===== config.mk =====
export PLATFORM = sky130hd
export DESIGN_NAME = ebl_line_ctrl
export DESIGN_NICKNAME = d
export VERILOG_FILES = /design/src/rtl/ebl_pkg.sv /design/src/rtl/ebl_beat_ctr.sv /design/src/rtl/ebl_addr_gen.sv /design/src/rtl/ebl_line_buf.sv /design/src/rtl/ebl_line_ctrl.sv
export SDC_FILE = /design/constraint.sdc
export NUM_CORES = 1
export LEC_CHECK = 0
export ABC_AREA = 1
export BUFFER_PORTS_ARGS = -buffer_cell sky130_fd_sc_hd__clkbuf_2
export CAP_MARGIN = 20
export CORE_MARGIN = 2
export CORE_UTILIZATION = 45
export CTS_BUF_LIST = sky130_fd_sc_hd__clkbuf_4 sky130_fd_sc_hd__clkbuf_8
export DETAILED_ROUTE_END_ITERATION = 8
export GPL_TIMING_DRIVEN = 0
export PLACE_DENSITY = 0.72
export SYNTH_ARGS = -nofsm -noshare
export SYNTH_HDL_FRONTEND = slang
export SYNTH_SLANG_ARGS = --single-unit

===== constraint.sdc =====
create_clock -name clk_i -period 2.49 [get_ports clk_i]
set_input_delay 0 -clock clk_i [delete_from_list [all_inputs] [get_ports clk_i]]
set_output_delay 0 -clock clk_i [all_outputs]
set_load 0.02 [all_outputs]

===== src/rtl/ebl_pkg.sv =====
package ebl_pkg;
  typedef enum logic [1:0] {
    ST_IDLE = 2'd0,
    ST_ADDR = 2'd1,
    ST_DATA = 2'd2
  } ebl_state_e;
endpackage


===== src/rtl/ebl_beat_ctr.sv =====
module ebl_beat_ctr #(
  parameter int BEATS = 4,
  localparam int BW = $clog2(BEATS)
) (
  input  logic          clk_i,
  input  logic          rst_ni,
  input  logic          clr_i,
  input  logic          adv_i,
  output logic [BW-1:0] beat_o,
  output logic          last_o
);
  logic [BW-1:0] beat_q;

  always_ff @(posedge clk_i or negedge rst_ni) begin
    if (!rst_ni)     beat_q <= '0;
    else if (clr_i)  beat_q <= '0;
    else if (adv_i)  beat_q <= beat_q + BW'(1);
  end

  assign beat_o = beat_q;
  assign last_o = (beat_q == BW'(BEATS - 1));
endmodule


===== src/rtl/ebl_addr_gen.sv =====
module ebl_addr_gen #(
  parameter int AW    = 32,
  parameter int DW    = 32,
  parameter int BEATS = 4,
  localparam int BW       = $clog2(BEATS),
  localparam int BYTE_OFF = $clog2(DW / 8),
  localparam int LINE_OFF = BYTE_OFF + BW
) (
  input  logic [AW-1:0] base_i,
  input  logic [BW-1:0] beat_i,
  input  logic          adv_i,
  output logic [AW-1:0] addr_o
);
  localparam logic [AW-1:0] LINE_MASK = AW'((64'd1 << LINE_OFF) - 64'd1);

  logic [AW-1:0] off;

  assign off    = {{(AW - LINE_OFF){1'b0}}, beat_i, {BYTE_OFF{1'b0}}};
  assign addr_o = (base_i & ~LINE_MASK) | (adv_i ? off : '0);
endmodule


===== src/rtl/ebl_line_buf.sv =====
module ebl_line_buf #(
  parameter int DW    = 32,
  parameter int BEATS = 4,
  localparam int BW = $clog2(BEATS),
  localparam int LW = DW * BEATS
) (
  input  logic          clk_i,
  input  logic          rst_ni,
  input  logic          load_i,
  input  logic [LW-1:0] wline_i,
  input  logic [BW-1:0] beat_i,
  input  logic          cap_i,
  input  logic [DW-1:0] rword_i,
  output logic [DW-1:0] wword_o,
  output logic [LW-1:0] rline_o
);
  logic [LW-1:0] wline_q;
  logic [DW-1:0] rlane_q [BEATS];

  always_ff @(posedge clk_i or negedge rst_ni) begin
    if (!rst_ni)     wline_q <= '0;
    else if (load_i) wline_q <= wline_i;
  end

  assign wword_o = wline_q[beat_i*DW +: DW];

  for (genvar g = 0; g < BEATS; g++) begin : g_lane
    always_ff @(posedge clk_i or negedge rst_ni) begin
      if (!rst_ni)                           rlane_q[g] <= '0;
      else if (cap_i && beat_i == BW'(g))    rlane_q[g] <= rword_i;
    end
    assign rline_o[g*DW +: DW] = rlane_q[g];
  end
endmodule


===== src/rtl/ebl_line_ctrl.sv =====
module ebl_line_ctrl #(
  parameter int             AW        = 32,
  parameter int             DW        = 32,
  parameter int             BEATS     = 4,
  parameter int             SW        = 2,
  parameter logic [SW-1:0]  SIZE_LINE = 2'b11,
  parameter logic [SW-1:0]  SIZE_LONG = 2'b00,
  localparam int            BW        = $clog2(BEATS),
  localparam int            LW        = DW * BEATS,
  localparam int            BEW       = DW / 8
) (
  input  logic           clk_i,
  input  logic           rst_ni,
  input  logic           req_i,
  input  logic           req_we_i,
  input  logic           req_burst_i,
  input  logic           req_ext_term_i,
  input  logic [AW-1:0]  req_addr_i,
  input  logic [LW-1:0]  req_wline_i,
  output logic           done_o,
  output logic [LW-1:0]  rline_o,
  output logic [AW-1:0]  bus_addr_o,
  output logic [SW-1:0]  bus_size_o,
  output logic           xfer_start_o,
  output logic           xfer_busy_o,
  output logic           rd_nwr_o,
  output logic           cs_o,
  output logic [BEW-1:0] byte_en_o,
  output logic           out_en_o,
  output logic           data_oe_o,
  output logic [DW-1:0]  data_o,
  input  logic [DW-1:0]  data_i,
  input  logic           ta_i
);
  import ebl_pkg::*;

  ebl_state_e    state_q, state_d;
  logic          we_q, burst_q, ext_q, done_q;
  logic [AW-1:0] base_q;
  logic          accept, in_data, ack, last, beat_adv;
  logic [BW-1:0] beat;
  logic [AW-1:0] gen_addr;
  logic [DW-1:0] wword;

  assign accept   = (state_q == ST_IDLE) && req_i;
  assign in_data  = (state_q == ST_DATA);
  assign ack      = in_data && ta_i;
  assign beat_adv = ack && !last;

  always_comb begin
    state_d = state_q;
    unique case (state_q)
      ST_IDLE: if (req_i) state_d = ST_ADDR;
      ST_ADDR: state_d = ST_DATA;
      ST_DATA: begin
        if (ta_i) begin
          if (last)         state_d = ST_IDLE;
          else if (!burst_q) state_d = ST_ADDR;
        end
      end
      default: state_d = ST_IDLE;
    endcase
  end

  always_ff @(posedge clk_i or negedge rst_ni) begin
    if (!rst_ni) begin
      state_q <= ST_IDLE;
      we_q    <= 1'b0;
      burst_q <= 1'b0;
      ext_q   <= 1'b0;
      base_q  <= '0;
      done_q  <= 1'b0;
    end else begin
      state_q <= state_d;
      done_q  <= ack && last;
      if (accept) begin
        we_q    <= req_we_i;
        burst_q <= req_burst_i;
        ext_q   <= req_ext_term_i;
        base_q  <= req_addr_i;
      end
    end
  end

  ebl_beat_ctr #(.BEATS(BEATS)) u_beat (
    .clk_i  (clk_i),
    .rst_ni (rst_ni),
    .clr_i  (accept),
    .adv_i  (beat_adv),
    .beat_o (beat),
    .last_o (last)
  );

  // inhibited cycles are separate longword accesses, so their address always steps
  ebl_addr_gen #(.AW(AW), .DW(DW), .BEATS(BEATS)) u_addr (
    .base_i (base_q),
    .beat_i (beat),
    .adv_i  (ext_q || !burst_q),
    .addr_o (gen_addr)
  );

  ebl_line_buf #(.DW(DW), .BEATS(BEATS)) u_buf (
    .clk_i   (clk_i),
    .rst_ni  (rst_ni),
    .load_i  (accept),
    .wline_i (req_wline_i),
    .beat_i  (beat),
    .cap_i   (ack && !we_q),
    .rword_i (data_i),
    .wword_o (wword),
    .rline_o (rline_o)
  );

  assign xfer_busy_o  = (state_q != ST_IDLE);
  assign xfer_start_o = (state_q == ST_ADDR);
  assign cs_o         = xfer_busy_o;
  assign rd_nwr_o     = xfer_busy_o && !we_q;
  assign out_en_o     = in_data && !we_q;
  assign data_oe_o    = in_data && we_q;
  assign byte_en_o    = data_oe_o ? '1 : '0;
  assign data_o       = data_oe_o ? wword : '0;
  assign bus_addr_o   = xfer_busy_o ? gen_addr : '0;
  assign bus_size_o   = !xfer_busy_o ? '0 : (burst_q ? SIZE_LINE : SIZE_LONG);
  assign done_o       = done_q;
endmodule


==> flow_summary.ini <==
[global_route]
antenna_found_initial = 2
grt.overflow.total = 0
grtUsageTotal_pct = 30.8
grt_pass1_wl_mm = 73.9
grt_max_degree = 81
grt_pass1_vias = 13800

[sta]
max_freq_mhz = 418
skew_ns = 0.0256
whs_ns = 0.00749
hold_violations = 0
period_minus_slack_ns = 2.39
setup_viol = 0
worst_slew_pin_slew_ns = 0.662
slew_violations = 0
fin_setup_tns_ns = 0
setup_ws_ns = 0.0953
slew_headroom_pct = 55.8
fin_crit_sh_pct = 96.2
grt_setup_unrepaired = no

[floorplan]
dieHeight_um = 173
start_util_pct = 46.0
die_w_um = 173
dieArea_mm2 = 0.0299
core_mm2 = 0.0279
rows = 61
pin_count = 404

[yosys]
syn_avg_cell_area_um2 = 8.21
yosysTopAreaCell = dfrtp_1
synth_cell_type_count = 22
ys_warn_count = 0
synth-edff-count = 0
synth_cells = 1563
yosys-top-cells-area = dfrtp_1 57%, nand2_1 16%, nand3_1 7.7%
synth_top_cells_by_count = 552 x nand2_1, 292 x dfrtp_1, 197 x nand3_1, 165 x inv_1, 142 x o21ai_1
seq_area_frac_synth_pct = 56.9
synthFlopType = dfrtp_1
yosysMostFrequentCell = nand2_1
syn_area_mm2 = 0.0128
synth_async_sr_flop_share_pct = 100
ys_ff_latch = 292
synth_top_area_share_pct = 56.9

[clock_network]
numCtsBuffers = 49
clock_tree.root_cell = clkbuf_8
cts_max_level = 2
clk_path_buf_depth = 3
cts_sinks = 292
path_clk_slew_ns = 0.06
clk_latency_ns = 0.57
cts_tree = built

[run_status]
status = complete, no violations

[layout]
fin_area_mm2 = 0.0184
final_nets = 2415
fin_util_pct = 65.9
nFillCells = 2273
layout-drive-gt1-share_pct = 25.4
area_delta_synth_final_pct = 43.4

[placed_design]
place_congestion = 0.899
pre_cts_slack_ns = -0.400
io_buffers = 397
dp_hpwl_mm = 30.9
place_area_mm2 = 0.0154

[worst_hold_path]
hold_path_class = in -> async

[setup_path]
worstSetupPathType = reg -> out
r2r_cells = 9
cp-start-kind = flop
worst-path-max-fanout = 10
cp-end-kind = output pin
critPathArrivalTime_ns = 2.39
crit_required_ns = 2.49

[routing]
ant_nets = 0
drc_errors = 0
num_vias = 13500
wirelength_mm = 46.2
vias_per_cell = 5.15
drt-initial-drc-count = 1060
wl_per_cell_um = 17.6
dr.pass1.iters = 6

[power]
ir_drop_uv = 694
power_density_mw_per_mm2 = 1160
power_leakage_uw = 0.0101

[flow_run]
maxCapViolations = 0
logic make-up after synthesis:
kind of cell | share of synthesized area [%]
flops | 56.9
compound gates | 7.52
simple gates | 25.3
buf+inv | 9.81
fa+ha+maj | 0.390
other cells | 0.0292
layer usage:
metal / vias to the layer above / global-route usage (%) / share of wire (%)
met3: 195 / 6.44 / 8.4
li1: 6171 / - / -
met2: 739 / 50.8 / 47
met1: 6419 / 38.2 / 38
met5: - / 0 / 0
met4: 0 / 16.3 / 5.8
registers in the layout, summed over array words and instances (netlist names):
signal,flops
base_q,28
done_o,1
u_buf.wline_q,128
we_q,1
state_q,2
burst_q,1
u_beat.beat_o,2
ext_q,1
u_buf.rline_o,128
path summary, 6_finish.rpt:
path                                    from                 to  slack, ns
setup reg to reg            u_beat.beat_o[0]  u_buf.rline_o[77]       0.21
hold / removal                        rst_ni  u_buf.wline_q[73]      0.007
hold reg to reg            u_buf.rline_o[78]  u_buf.rline_o[78]       0.47
min in group clk_i           req_wline_i[82]  u_buf.wline_q[82]       0.19
max in group asynchronous             rst_ni         base_q[16]       1.30
setup / recovery            u_beat.beat_o[1]          data_o[4]        0.1
where the power goes:
part / switching [uW] / leakage (uW) / total (uW) / internal [uW]
combinational: 6440 / 0.00579 / 9440 / 3000
sequential: 797 / 0.00373 / 7520 / 6730
clock: 1930 / 0.000537 / 4470 / 2540
total: 9170 / 0.0101 / 21400 / 12300
stage by stage:
step	cells	total power, uW
floorplan	1564	13300
CTS	2625	21300
global placement	2339	16200
finish	2624	21400
global route	2624	22800
detailed placement	2342	16500
critical path, cell delays in order (launching register included):
cell and delay (ns):
dfrtp_1 0.39, buf_2 0.19, clkinv_1 0.17, clkbuf_1 0.44
nand3_1 0.16, a21oi_1 0.27, clkbuf_2 0.22
placed cells by master, fill, tap and decap left out, types with 3 or more instances in the layout:
| cell | synthesis | final |
|---|---|---|
| nand3_1 | 197 | 197 |
| inv_1 | 165 | 165 |
| buf_4 | 22 | 27 |
| dfrtp_1 | 292 | 292 |
| nand2_1 | 552 | 551 |
| clkbuf_2 | 0 | 404 |
| nor2_1 | 36 | 36 |
| buf_16 | 0 | 3 |
| clkbuf_4 | 0 | 19 |
| buf_2 | 32 | 34 |
| nand4_1 | 4 | 4 |
| dlygate4sd3_1 | 0 | 195 |
| o21ai_1 | 142 | 142 |
| o21ai_0 | 19 | 19 |
| clkbuf_1 | 38 | 27 |
| buf_6 | 12 | 12 |
| buf_1 | 8 | 6 |
| a21oi_1 | 32 | 32 |
| ha_1 | 4 | 3 |
| clkbuf_8 | 0 | 61 |
layout make-up:
| type | instances | area (um2) | share of cell area [%] |
|---|---|---|---|
| tap | 378 | 473 | 2.57 |
| clock buffer | 79 | 968 | 5.26 |
| buffer | 109 | 634 | 3.45 |
| multi-input combinational | 993 | 4280 | 23.2 |
| sequential | 292 | 7310 | 39.7 |
| timing repair buffer | 600 | 4070 | 22.1 |
| clock inverter | 4 | 50.0 | 0.272 |
| antenna | 2 | 5.00 | 0.0272 |
| inverter | 167 | 627 | 3.40 |
repair_timing:
item / in CTS / in global routing
hold buffers: 195 / 0
resized for setup: 2 / 18
endpoints found under the hold margin: 402 / 0
gates cloned: 0 / 0
buffers inserted: 5 / 0
endpoints found under the setup margin: 95 / 116
pin swaps: 3 / 0
Power figures use the tool's default switching activity.
